$ cat config.mk
export PLATFORM = sky130hd
export DESIGN_NAME = flash_pe_guard
export DESIGN_NICKNAME = d
export VERILOG_FILES = /design/src/rtl/flash_pe_guard.sv
export SDC_FILE = /design/constraint.sdc
export NUM_CORES = 1
export LEC_CHECK = 0
export ABC_CLOCK_PERIOD_IN_PS = 1000
export BUFFER_PORTS_ARGS = -buffer_cell sky130_fd_sc_hd__buf_2
export CORE_MARGIN = 2
export CORE_UTILIZATION = 43
export DETAILED_ROUTE_END_ITERATION = 8
export PLACE_DENSITY = 0.75
export SKIP_CTS_REPAIR_TIMING = 1
export SYNTH_ARGS = -nofsm -noshare
export SYNTH_HDL_FRONTEND = slang
export SYNTH_SLANG_ARGS = --single-unit
$ cat constraint.sdc
create_clock -name clk -period 1 [get_ports clk]
set_input_delay 0.1 -clock clk [delete_from_list [all_inputs] [get_ports clk]]
set_output_delay 0.1 -clock clk [all_outputs]
set_load 0.01 [all_outputs]
$ cat src/rtl/flash_pe_guard.sv
module flash_pe_guard #(
  parameter int DW = 8,
  parameter logic [DW-1:0] KEY = 8'hA5
) (
  input  logic          clk,
  input  logic          rst_n,
  input  logic          reg_wr,
  input  logic [1:0]    reg_addr,
  input  logic [DW-1:0] reg_wdata,
  output logic [DW-1:0] reg_rdata,
  input  logic          busy,
  input  logic          ev_irq,
  input  logic          ev_array_rd,
  input  logic          ev_sleep,
  input  logic          ev_ext_master,
  output logic          abort,
  output logic          permit
);
  localparam logic [1:0] A_KEY  = 2'd0;
  localparam logic [1:0] A_CTRL = 2'd1;

  logic [DW-1:0] key_q;
  logic          ld_en_q, emu_q, err_q;
  logic          any_ev, err_now, unlocked;

  assign any_ev   = ev_irq | ev_array_rd | ev_sleep | ev_ext_master;
  assign err_now  = busy & any_ev & ~err_q;
  assign unlocked = (key_q == KEY) & ld_en_q & ~emu_q;
  assign abort    = err_now;
  assign permit   = unlocked & ~err_q & ~err_now;

  always_ff @(posedge clk or negedge rst_n) begin
    if (!rst_n) begin
      key_q   <= '0;
      ld_en_q <= 1'b0;
      emu_q   <= 1'b0;
      err_q   <= 1'b0;
    end else begin
      if (reg_wr && reg_addr == A_KEY) key_q <= reg_wdata;
      if (reg_wr && reg_addr == A_CTRL) begin
        ld_en_q <= reg_wdata[0];
        emu_q   <= reg_wdata[1];
      end
      if (err_now) err_q <= 1'b1;
    end
  end

  always_comb begin
    reg_rdata = '0;
    case (reg_addr)
      A_KEY:  reg_rdata = key_q;
      A_CTRL: begin
        reg_rdata[0]    = ld_en_q;
        reg_rdata[1]    = emu_q;
        reg_rdata[DW-1] = err_q;
      end
      default: reg_rdata = '0;
    endcase
  end
endmodule


==> results_tabular.tex <==
\begin{tabular}{lr}
\hline
Metric & Value \\
\hline
\multicolumn{2}{l}{\textbf{Outcome}} \\
\quad Run status & finished, violations left \\
\quad Failing checks & setup timing \\
\multicolumn{2}{l}{\textbf{Route}} \\
\quad Number of routed nets with antenna violations & 0 \\
\quad Mean number of vias per cell & 4.802 \\
\quad Total number of vias & 485 \\
\quad DRC errors left & 0 \\
\quad Pre-Repair DR Iteration Count & 4 \\
\quad Routed WL per cell & 12.38 um \\
\quad Final wirelength & 1250 um \\
\quad Iteration-0 DRC Markers & 1 \\
\multicolumn{2}{l}{\textbf{Place}} \\
\quad Post-DP HPWL & 913.6 um \\
\quad Cell Count Post-Placement & 94 \\
\quad Routability Congestion & 0.7084 \\
\quad Post-DP Area & 808.3 sq um \\
\quad Pre-CTS setup slack & -0.1688 ns \\
\quad Number of buffers inserted by port buffering & 27 \\
\multicolumn{2}{l}{\textbf{Power}} \\
\quad Comb pwr share & 0.301 \\
\quad Cell-internal power & 938.7 uW \\
\quad Lkg Pwr & 0.4536 nW \\
\quad Peak VDD IR & 969.2 uV \\
\quad Post-route total power & 1.289 mW \\
\quad Switching part of the total power & 0.2718 \\
\quad Proportion of power drawn by flip-flops and latches & 0.451 \\
\quad Portion of total power attributed to the clock network & 0.248 \\
\quad Net switching power & 350.4 uW \\
\quad Pwr/cell area & 1449 nW/um\^{}2 \\
\multicolumn{2}{l}{\textbf{Critical path}} \\
\quad WP data required & 0.90 ns \\
\quad Maximum fanout encountered on the critical timing path & 2 \\
\quad Bufs and invs on worst path & 1 \\
\quad Startpoint kind of the worst setup timing path & flop \\
\quad Type of the setup path with the least slack & flop to output pin \\
\quad Delay contributed by the slowest stage of the critical path & 0.39 ns \\
\quad Cell chain of the critical path & nor4b\_2, nand3b\_1, nor3\_2, buf\_2 \\
\quad Type of element capturing the critical path & output pin \\
\quad Worst path top cell family by delay & simple AND/OR/NAND/NOR gates \\
\quad Slowest library cell on the worst path & dfrtp\_1 \\
\quad Arrival time of data at the critical path endpoint & 1.31 ns \\
\multicolumn{2}{l}{\textbf{Global route}} \\
\quad All-layer global routing usage & 0.1561 \\
\quad Number of global-route vias before repair & 397 \\
\quad Wire length of the first global-routing pass & 1628 um \\
\quad Number of antenna violations at the first check in global routing & 0 \\
\quad Congestion Overflow GR & 0 \\
\quad Largest net degree at the start of global routing & 12 \\
\multicolumn{2}{l}{\textbf{CTS}} \\
\quad Insertion delay of the later-clocked pin in the worst-skew pair & 0.27 ns \\
\quad CTS root buf & clkbuf\_4 \\
\quad Clock transition at the registers of the reported paths & 0.08 ns \\
\quad Clock buffers created by TritonCTS & 3 \\
\quad CTS tree & built \\
\quad Number of levels in the clock H-tree & 1 \\
\quad Clock sinks & 11 \\
\quad Clock Tree Buf Depth & 2 \\
\multicolumn{2}{l}{\textbf{STA}} \\
\quad Total setup violations reported at the end of the flow & 10 \\
\quad Worst Hold Slack & 0.05152 ns \\
\quad Period minus WS final & 1.406 ns \\
\quad Final period util & 1.406 \\
\quad Setup slack of the critical path after layout & -0.4059 ns \\
\quad Final Max Slew Viols & 0 \\
\quad Sum Neg Setup Slack & -1.492 ns \\
\quad Setup repair after global routing missed its margin & yes \\
\quad Slew at the pin closest to its max-slew limit & 0.3011 ns \\
\quad Setup skew after layout & 0 ns \\
\quad Max Clock Freq & 0.7113 GHz \\
\quad Normalized max-slew margin & 0.7971 \\
\quad Final hold violations & 0 \\
\multicolumn{2}{l}{\textbf{Synth}} \\
\quad Number of warnings printed during yosys synthesis & 0 \\
\quad Instance count of the mapped netlist & 44 \\
\quad Number of register bits inferred by synthesis & 11 \\
\quad Count of cell types in the netlist & 17 \\
\quad Mapped Area & 595.6 sq um \\
\quad Leading post-synthesis cells by cell area & dfrtp\_1 (46\%), mux2\_4 (20\%), and2\_1 (5.3\%) \\
\quad Largest area contributor in the synthesized netlist & dfrtp\_1 \\
\quad Register area share after synthesis & 0.4622 \\
\quad Nets in the synthesized netlist & 62 \\
\quad Share of the synthesized area in the top cell type & 0.4622 \\
\quad Mean area per synthesized cell & 13.54 sq um \\
\multicolumn{2}{l}{\textbf{Die}} \\
\quad Placeable Area & 1301 sq um \\
\quad Chip Width & 41.22 um \\
\quad Number of top-level design ports & 28 \\
\quad Height of the chip & 41.22 um \\
\quad Placement row count & 13 \\
\quad Die footprint & 1699 sq um \\
\quad Initial standard-cell utilization of the core & 0.4577 \\
\multicolumn{2}{l}{\textbf{Cells and area}} \\
\quad Synthesis-to-finish area growth & 49.37\% \\
\quad ANT cells & 0 \\
\quad Commonest non-fill, non-tap cell in the layout & buf\_2 \\
\quad Post-layout instance count excluding filler cells & 101 \\
\quad Layout cells sized above 1 & 0.6628 \\
\quad Final instance area & 889.6 sq um \\
\quad Number of nets at the end of the flow & 105 \\
\quad Final cell utilization of the core & 0.6837 \\
\quad Leading cell types in the layout, fill and taps excluded & buf\_2 (26), dfrtp\_1 (11), mux2\_4 (8), buf\_4 (8), buf\_6 (5) \\
\multicolumn{2}{l}{\textbf{Run}} \\
\quad Max-cap check violation count & 0 \\
\multicolumn{2}{l}{\textbf{Worst hold path}} \\
\quad Hold WC Path Type & input pin to flop \\
\hline
\end{tabular}
state kept, by name (all words and copies together), names as in the netlist:
name,flops
key_q,8
err_q,1
ld_en_q,1
emu_q,1
synth_stat cells:
cell type / number
nor2_1: 4
mux2i_1: 3
nor2_2: 1
mux2_4: 8
and2_1: 5
nor3_1: 1
nor4b_1: 1
dfrtp_1: 11
mux2_1: 1
nand4b_1: 1
nand3b_1: 2
buf_6: 1
mux2_2: 1
buf_8: 1
nand2b_1: 1
and2_4: 1
o41ai_2: 1
path summary, 6_finish.rpt:
| path | start | to | slack (ns) | cells after the start |
|---|---|---|---|---|
| hold reg to reg | emu_q | emu_q | 0.54 | 1 |
| hold / removal | reg_wdata[0] | ld_en_q | 0.05 | 2 |
| min in group asynchronous | rst_n | err_q | 0.21 | 2 |
| setup / recovery | key_q[6] | permit | -0.41 | 4 |
| setup reg to reg | key_q[1] | key_q[1] | 0.03 | 3 |
| max in group asynchronous | rst_n | key_q[5] | 0.58 | 2 |
power groups by stage:
| stage | Combinational (mW) | Clock [mW] | Sequential [mW] |
|---|---|---|---|
| after floorplan | 0.193 | 0 | 0.569 |
| after global routing | 0.420 | 0.336 | 0.588 |
| final | 0.388 | 0.320 | 0.581 |
| after global placement | 0.331 | 0 | 0.577 |
| after CTS | 0.339 | 0.316 | 0.573 |
| after detailed placement | 0.336 | 0 | 0.582 |
routing by layer:
layer,up-vias,track usage,share of wire
li1,239,-,-
met1,233,0.1892,0.45
met2,11,0.2500,0.50
met3,2,0.04891,0.034
met4,0,0.07258,0.012
met5,-,0,0
area by class of cell:
type	instances	area [sq um]
clock buffers	4	26.28
repair buffers	40	256.5
multi-input cells	31	312.8
well taps	15	18.77
flip-flops and latches	11	275.3
fillers	107	411.6
worst register-to-register path: stages, from the launching register on:
cell and delay, ns:
dfrtp_1 0.39, buf_6 0.12, buf_6 0.10, mux2_4 0.25
kinds of logic (layout without fill, tap and decap cells):
kind of cell,after synthesis,in the layout,share of synthesized area
buffers and inverters,2,44,0.04411
AOI/OAI and AO/OA,1,1,0.02732
and+or+nand+nor,17,17,0.1765
DFF,11,11,0.4622
muxes,13,13,0.2899
Note: power is estimated with default switching activity, not from simulation.
